==> config.mk <==
export PLATFORM = sky130hd
export DESIGN_NAME = hs_serial_tx
export DESIGN_NICKNAME = d
export VERILOG_FILES = /design/src/rtl/hstx_pkg.sv /design/src/rtl/hstx_handshake.sv /design/src/rtl/hstx_bitcount.sv /design/src/rtl/hstx_shifter.sv /design/src/rtl/hs_serial_tx.sv
export SDC_FILE = /design/constraint.sdc
export NUM_CORES = 1
export LEC_CHECK = 0
export ABC_AREA = 1
export CORE_UTILIZATION = 30
export CTS_BUF_LIST = sky130_fd_sc_hd__clkbuf_4
export CTS_CLUSTER_SIZE = 28
export DETAILED_ROUTE_END_ITERATION = 10
export GPL_ROUTABILITY_DRIVEN = 0
export PLACE_DENSITY = 0.5
export SKIP_LAST_GASP = 1
export SLEW_MARGIN = 20
export SYNTH_ARGS = -nofsm -noshare
export SYNTH_HDL_FRONTEND = slang
export SYNTH_HIERARCHICAL = 1
export SYNTH_SLANG_ARGS = --single-unit
export TNS_END_PERCENT = 100
==> constraint.sdc <==
create_clock -name clk -period 1.64 [get_ports clk]
set_clock_uncertainty 0.15 [all_clocks]
set_input_delay 0.328 -clock clk [delete_from_list [all_inputs] [get_ports clk]]
set_output_delay 0.328 -clock clk [all_outputs]
set_load 0.005 [all_outputs]
==> src/rtl/hstx_pkg.sv <==
package hstx_pkg;

    // Line levels of the asynchronous frame.
    localparam logic LINE_MARK  = 1'b1;
    localparam logic LINE_SPACE = 1'b0;

    // Handshake controller state.
    typedef struct packed {
        logic ack;    // transfer in progress
        logic armed;  // request has been seen low since the last start
    } hs_state_t;

endpackage

==> src/rtl/hstx_handshake.sv <==
module hstx_handshake
    import hstx_pkg::*;
(
    input  logic clk,
    input  logic rst,
    input  logic req,
    input  logic last_bit,
    output logic ack,
    output logic start
);

    hs_state_t st_d, st_q;
    logic      start_d;

    always_comb begin
        st_d    = st_q;
        start_d = req && !st_q.ack && st_q.armed;
        if (start_d) begin
            st_d.ack   = 1'b1;
            st_d.armed = 1'b0;
        end else begin
            if (st_q.ack && last_bit) begin
                st_d.ack = 1'b0;
            end
            if (!req) begin
                st_d.armed = 1'b1;
            end
        end
    end

    always_ff @(posedge clk) begin
        if (rst) begin
            st_q <= '{ack: 1'b0, armed: 1'b0};
        end else begin
            st_q <= st_d;
        end
    end

    assign ack   = st_q.ack;
    assign start = start_d;

endmodule

==> src/rtl/hstx_bitcount.sv <==
module hstx_bitcount #(
    parameter int DATA_W = 8
) (
    input  logic clk,
    input  logic rst,
    input  logic start,
    input  logic active,
    output logic first_slot,
    output logic last_bit
);

    localparam int CNT_W = $clog2(DATA_W + 1);
    localparam logic [CNT_W-1:0] LAST = CNT_W'(DATA_W);

    typedef struct packed {
        logic [CNT_W-1:0] cnt;
    } cnt_state_t;

    cnt_state_t cs_d, cs_q;

    always_comb begin
        cs_d = cs_q;
        if (start) begin
            cs_d.cnt = '0;
        end else if (active && cs_q.cnt != LAST) begin
            cs_d.cnt = cs_q.cnt + 1'b1;
        end
    end

    always_ff @(posedge clk) begin
        if (rst) begin
            cs_q <= '{cnt: '0};
        end else begin
            cs_q <= cs_d;
        end
    end

    assign first_slot = (cs_q.cnt == '0);
    assign last_bit   = (cs_q.cnt == LAST);

endmodule

==> src/rtl/hstx_shifter.sv <==
module hstx_shifter
    import hstx_pkg::*;
#(
    parameter int DATA_W = 8
) (
    input  logic              clk,
    input  logic              rst,
    input  logic              start,
    input  logic              active,
    input  logic              first_slot,
    input  logic [DATA_W-1:0] din,
    output logic              line
);

    typedef struct packed {
        logic [DATA_W-1:0] sr;
    } sh_state_t;

    sh_state_t sh_d, sh_q;

    always_comb begin
        sh_d = sh_q;
        if (start) begin
            sh_d.sr = din;
        end else if (active && !first_slot) begin
            sh_d.sr = {sh_q.sr[DATA_W-2:0], 1'b0};
        end
    end

    always_ff @(posedge clk) begin
        if (rst) begin
            sh_q <= '{sr: '0};
        end else begin
            sh_q <= sh_d;
        end
    end

    always_comb begin
        if (!active) begin
            line = LINE_MARK;
        end else if (first_slot) begin
            line = LINE_SPACE;
        end else begin
            line = sh_q.sr[DATA_W-1];
        end
    end

endmodule

==> src/rtl/hs_serial_tx.sv <==
module hs_serial_tx #(
    parameter int DATA_W = 8
) (
    input  logic              clk,
    input  logic              rst,
    input  logic              req_i,
    input  logic [DATA_W-1:0] data_i,
    output logic              ack_o,
    output logic              line_o
);

    logic start;
    logic active;
    logic first_slot;
    logic last_bit;

    hstx_handshake u_hs (
        .clk      (clk),
        .rst      (rst),
        .req      (req_i),
        .last_bit (last_bit),
        .ack      (active),
        .start    (start)
    );

    hstx_bitcount #(.DATA_W(DATA_W)) u_cnt (
        .clk        (clk),
        .rst        (rst),
        .start      (start),
        .active     (active),
        .first_slot (first_slot),
        .last_bit   (last_bit)
    );

    hstx_shifter #(.DATA_W(DATA_W)) u_sh (
        .clk        (clk),
        .rst        (rst),
        .start      (start),
        .active     (active),
        .first_slot (first_slot),
        .din        (data_i),
        .line       (line_o)
    );

    assign ack_o = active;

endmodule

==> results of run 1 <==
==> cells in the mapped netlist (all sizes together) <==
| master | n | area share [%] |
|---|---|---|
| nand2 | 42 | 22 |
| dfxtp | 14 | 37 |
| nand3 | 13 | 10 |
| a21oi | 12 | 9.5 |
| inv | 11 | 6.5 |
| nor2 | 7 | 4.5 |
| buf | 3 | 4.7 |
| ha | 2 | 3.3 |
| a31oi | 1 | 0.84 |
| nand4 | 1 | 0.84 |
==> layout by cell type, fill, tap and decap left out, drive strengths merged <==
cell type and n:
nand2 42, dfxtp 14, buf 13, nand3 13
a21oi 12, inv 11, clkdlybuf4s50 10, nor2 7
clkbuf 3, ha 2, clkinv 1, dlymetal6s2s 1
a31oi 1, nand4 1
==> area by class of cell <==
type | instances | share of cell area (%)
multi-input cells | 78 | 39.5
clock inverters | 1 | 0.368
flip-flops and latches | 14 | 28.1
clock buffers | 3 | 2.21
well taps | 28 | 3.44
inverters | 11 | 4.79
repair buffers | 24 | 21.6
==> flip-flops by register name (all words and copies together), names as in the netlist <==
register,cells
u_hs/st_q,1
u_cnt/cs_q,4
u_sh/sh_q,8
u_hs/ack,1
==> stage by stage <==
stage	setup WS (ns)	std cells	instance area, um^2
after floorplan	0.131	106	749
after global placement	-0.147	154	965
after detailed placement	-0.156	154	965
after CTS	-0.0434	159	1010
after global routing	-0.127	159	1020
final	-0.0108	159	1020
==> critical path, delay by kind of cell (launching register included) <==
family	cells	cell delay (ns)
simple gates	4	0.20
flops	1	0.33
fa+ha+maj	1	0.13
buf+inv	3	0.23
==> final timing paths <==
kind,from,end,slack [ns],cells past startpoint
worst max-delay path,u_cnt/cs_q[0]$_SDFFE_PP0P_,line_o,-0.01,8
worst min-delay path,u_sh/sh_q[2]$_SDFFE_PP0P_,u_sh/sh_q[2]$_SDFFE_PP0P_,0.34,2
worst min register to register,u_sh/sh_q[2]$_SDFFE_PP0P_,u_sh/sh_q[2]$_SDFFE_PP0P_,0.34,2
worst max register to register,u_cnt/cs_q[0]$_SDFFE_PP0P_,u_sh/sh_q[7]$_SDFFE_PP0P_,0.12,10
==> metal layers <==
layer  up-vias  wire length, um  global-route usage (%)
li1        386                -                       -
met1       327              842                    19.5
met2         9              725                    20.7
met3         2               50                    3.51
met4         0               12                    6.76
met5         -                0                       0
==> power breakdown <==
group,internal [mW],leakage [nW],switching (mW),total [mW]
Clock,0.0882,0.0154,0.117,0.205
Sequential,0.348,0.115,0.00486,0.353
Combinational,0.0669,0.319,0.0600,0.127
==> logic make-up (layout without fill, tap and decap cells) <==
logic type / after synthesis / after routing / share of synthesized area (%)
flip-flops: 14 / 14 / 37.4
buffers and inverters: 14 / 39 / 11.2
AND/OR/NAND/NOR: 63 / 63 / 37.7
AO/OA/AOI/OAI: 13 / 13 / 10.4
adder cells (fa/ha/maj): 2 / 2 / 3.34
==> repair_timing <==
action	CTS	global route
buffers inserted	1	0
pin swaps	2	4
hold endpoints to repair	0	0
resized for setup	12	3
setup endpoints to repair	2	9
==> results.yml, run 1 <==
timing:
  tightest_slew_ns: 0.214
  timing.final.crit_period_ns: 1.65
  slew_viol_final: 0
  hold_ws_ns: 0.336
  fin_setup_tns_ns: -0.0108
  finalHoldViolations: 0
  slew_headroom_pct: 85.7
  finalWorstSetupSlack_ns: -0.0108
  fin_crit_sh_pct: 101
  rsz0062_at_grt: "yes"
  max_freq_mhz: 606
  setup_viol: 1
routing:
  drtIter0Drc: 7
  first_pass_iters: 4
  routed_wire_length_per_instance_um: 10.3
  via_per_inst: 4.55
  drc_errors: 0
  drt_wl_total_um: 1630
  num_vias: 724
  ant_nets: 0
grt:
  grt_overflow: 0
  grt_max_degree: 17
  grt_pass1_wl_um: 2790
  antenna_found_initial: 0
  grt_pass1_vias: 615
  track_usage_pct: 14.3
placed_design:
  detailed_place_hpwl_um: 1150
  io_buffers: 12
pwr:
  max-vdd-ir-drop_mv: 0.326
  leakagePower_nw: 0.450
  power_mw: 0.685
  power_per_cell_area_nw_per_um2: 671
cts:
  cts_root_buf: "clkbuf_4"
  path_clk_slew_ns: 0.09
  cts_tree: "built"
  cts_made_buffers: 3
  insertion_delay_ns: 0.28
  htree_levels: 1
  numClockSinks: 14
  clock_path_buffers: 2
  cts_hold_buffers: 0
setup_path:
  cp.arrival_ns: 1.17
  path_max_fanout: 2
  crit_top_cell: "nand2_1"
  critical_path.slowest_cell: "dfxtp_2"
  crit_required_ns: 1.16
  cp_slowest_stage_delay_ns: 0.33
  endpoint_kind: "output port"
  worstPathCellList: "inv_2, ha_4, nand2_2, nor2_2, inv_1, nand2_1, nand2_1, buf_2"
  criticalPathCategory: "reg2out"
  worstSetupStartpointType: "register"
die:
  die_h_um: 52.0
  start_util_pct: 32.9
  rows: 17
  core_area_um2: 2280
  die_w_um: 52.0
  dieArea_um2: 2700
  ios: 13
run_status:
  violations: "setup timing"
  status: "finished with violations"
cells_and_area:
  drive_above_1_share_pct: 26.7
  seq_area_um2: 287
  multiInputGateArea_um2: 403
  fillCellCount: 226
  area_delta_synth_final_pct: 36.1
  diodes: 0
  fin_nets: 145
  finish.utilization_pct: 44.8
synthesis:
  synthCells: 106
  ys_seq_area_share_pct: 37.4
  yosysWarnings: 6
  avgSynthCellArea_um2: 7.07
  yosysUniqueCellTypes: 17
  synth-seq-cells: 14
  mappedNetlistNets: 119
  synthesis.area_um2: 749
run:
  drv_cap: 0
worst_hold_path:
  hold_path.class: "reg2reg"
(Power assumes the default switching activity.)
==> inputs of run 2 (changes only) <==
==> constraint.sdc (replaced) <==
create_clock -name clk -period 2.07 [get_ports clk]
set_clock_uncertainty 0.15 [all_clocks]
set_input_delay 0.414 -clock clk [delete_from_list [all_inputs] [get_ports clk]]
set_output_delay 0.414 -clock clk [all_outputs]
set_load 0.005 [all_outputs]
==> run 2 against run 1 <==
Compared with the run above:
- the run now ends clean
- largest power group unchanged
- setup slack better by 0.14 ns
- flip-flop and latch count unchanged
- global-route usage down 1.1 points
==> results.yml, run 2 (synthesis gave the netlist of run 1 again) <==
routing:
  first_pass_iters: 4
  routed_wire_length_per_instance_um: 9.98
  drtIter0Drc: 29
  ant_nets: 0
  via_per_inst: 4.56
  drc_errors: 0
  num_vias: 689
  drt_wl_total_um: 1510
timing:
  fin_crit_sh_pct: 93.7
  tightest_slew_ns: 0.234
  setup_viol: 0
  slew_viol_final: 0
  timing.final.crit_period_ns: 1.94
  finalHoldViolations: 0
  rsz0062_at_grt: "no"
  max_freq_mhz: 516
  slew_headroom_pct: 84.4
  fin_setup_tns_ns: 0
cells_and_area:
  fin_nets: 138
  area_delta_synth_final_pct: 27.5
  reg.largest.list: "u_sh/sh_q (8), u_cnt/cs_q (4)"
  largest_reg_flops: 8
  diodes: 0
  mostFrequentLayoutCells: "nand2_1 (38), dfxtp_1 (12), clkdlybuf4s50_1 (11), nand3_1 (11), inv_1 (10)"
  drive_above_1_share_pct: 17.9
  top_register: "u_sh/sh_q"
  finish.utilization_pct: 42.0
  layout_commonest_cell: "nand2_1"
grt:
  grt_max_degree: 17
  antenna_found_initial: 0
  grt_overflow: 0
  track_usage_pct: 13.2
  grt_pass1_wl_um: 2580
  grt_pass1_vias: 612
die:
  die_h_um: 52.0
  die_w_um: 52.0
  ios: 13
  dieArea_um2: 2700
  rows: 17
  core_area_um2: 2280
  start_util_pct: 32.9
cts:
  numClockSinks: 14
  cts_tree: "built"
  cts_root_buf: "clkbuf_4"
  htree_levels: 1
  path_clk_slew_ns: 0.08
  insertion_delay_ns: 0.27
  clock_path_buffers: 2
  cts_made_buffers: 3
setup_path:
  crit_top_cell: "nand2_1"
  cp_slowest_stage_delay_ns: 0.32
  critical_path.slowest_cell: "dfxtp_2"
  rr_worst_depth: 9
  reg2reg_slack_ns: 0.58
  worstPathCellList: "inv_1, ha_4, nand2_1, nor2_1, inv_1, nand2_1, nand2_1, dlygate4sd2_1"
  path_max_fanout: 3
  criticalPathCategory: "reg2out"
  worst_path_dominant_cell_family: "buffers and inverters"
  crit_required_ns: 1.51
  worstSetupStartpointType: "register"
  path_buf_inv: 3
  endpoint_kind: "output port"
  rr_startpoint: "u_cnt/cs_q[0]$_SDFFE_PP0P_"
  cp.arrival_ns: 1.38
  rr_endpoint: "u_sh/sh_q[5]$_SDFFE_PP0P_"
run_status:
  status: "complete, no violations"
worst_hold_path:
  min-delay-start: "u_sh/sh_q[0]$_SDFFE_PP0P_"
  hold_depth: 2
  hold_end: "u_sh/sh_q[0]$_SDFFE_PP0P_"
  hold_path.class: "reg2reg"
placed_design:
  io_buffers: 12
  detailed_place_hpwl_um: 1080
pwr:
  power_per_cell_area_nw_per_um2: 543
  power_mw: 0.519
  max-vdd-ir-drop_mv: 0.270
  leakagePower_nw: 0.395
run:
  drv_cap: 0
==> run 2: worst max path at each step <==
stage	from	end	cells after the start
after floorplan	u_hs/ack$_SDFFE_PP0P_	u_sh/sh_q[7]$_SDFFE_PP0P_	10
after global placement	u_cnt/cs_q[1]$_SDFFE_PP0P_	line_o	8
after detailed placement	u_cnt/cs_q[1]$_SDFFE_PP0P_	line_o	8
after CTS	u_cnt/cs_q[0]$_SDFFE_PP0P_	line_o	8
after global routing	u_cnt/cs_q[0]$_SDFFE_PP0P_	line_o	8
final	u_cnt/cs_q[0]$_SDFFE_PP0P_	line_o	8
==> run 2: power by group <==
| part | internal [mW] | switching, mW | leakage (nW) | total [mW] |
|---|---|---|---|---|
| Clock | 0.0674 | 0.0833 | 0.0138 | 0.151 |
| Combinational | 0.0454 | 0.0423 | 0.266 | 0.0877 |
| Sequential | 0.276 | 0.00466 | 0.114 | 0.281 |
| Total | 0.389 | 0.130 | 0.395 | 0.519 |
==> run 2: routing by layer <==
layer	vias to the layer above	part of all wire, %	global-route usage [%]
li1	371	-	-
met1	305	50	16.0
met3	4	3.0	2.63
met5	-	0	0
met4	0	2.1	9.46
met2	9	45	20.5
==> run 2: what timing repair did <==
item | in CTS | in global routing
resized for setup | 4 | 1
setup endpoints to repair | 1 | 1
buffers inserted | 1 | 0
hold buffers | 0 | 0
==> run 2: through the flow <==
stage	area, um^2	hold WS [ns]	instances	setup slack [ns]
floorplan	749	0.297	106	0.561
global placement	912	0.319	147	0.132
detailed placement	912	0.325	147	0.116
CTS	946	0.338	151	0.108
global route	956	0.354	151	0.00789
finish	956	0.334	151	0.130
==> run 2: cell type report <==
cell class	instances	area, um^2
fill	246	1320
multi-input combinational	78	398
sequential	14	283
timing repair buffer	17	169
inverter	11	48.8
tap	28	35.0
clock buffer	3	22.5
==> run 2: tightest hold or removal path: stages (launching register included) <==
cell     delay [ns]
dfxtp_1        0.31
nand3_1        0.07
a21oi_1        0.05
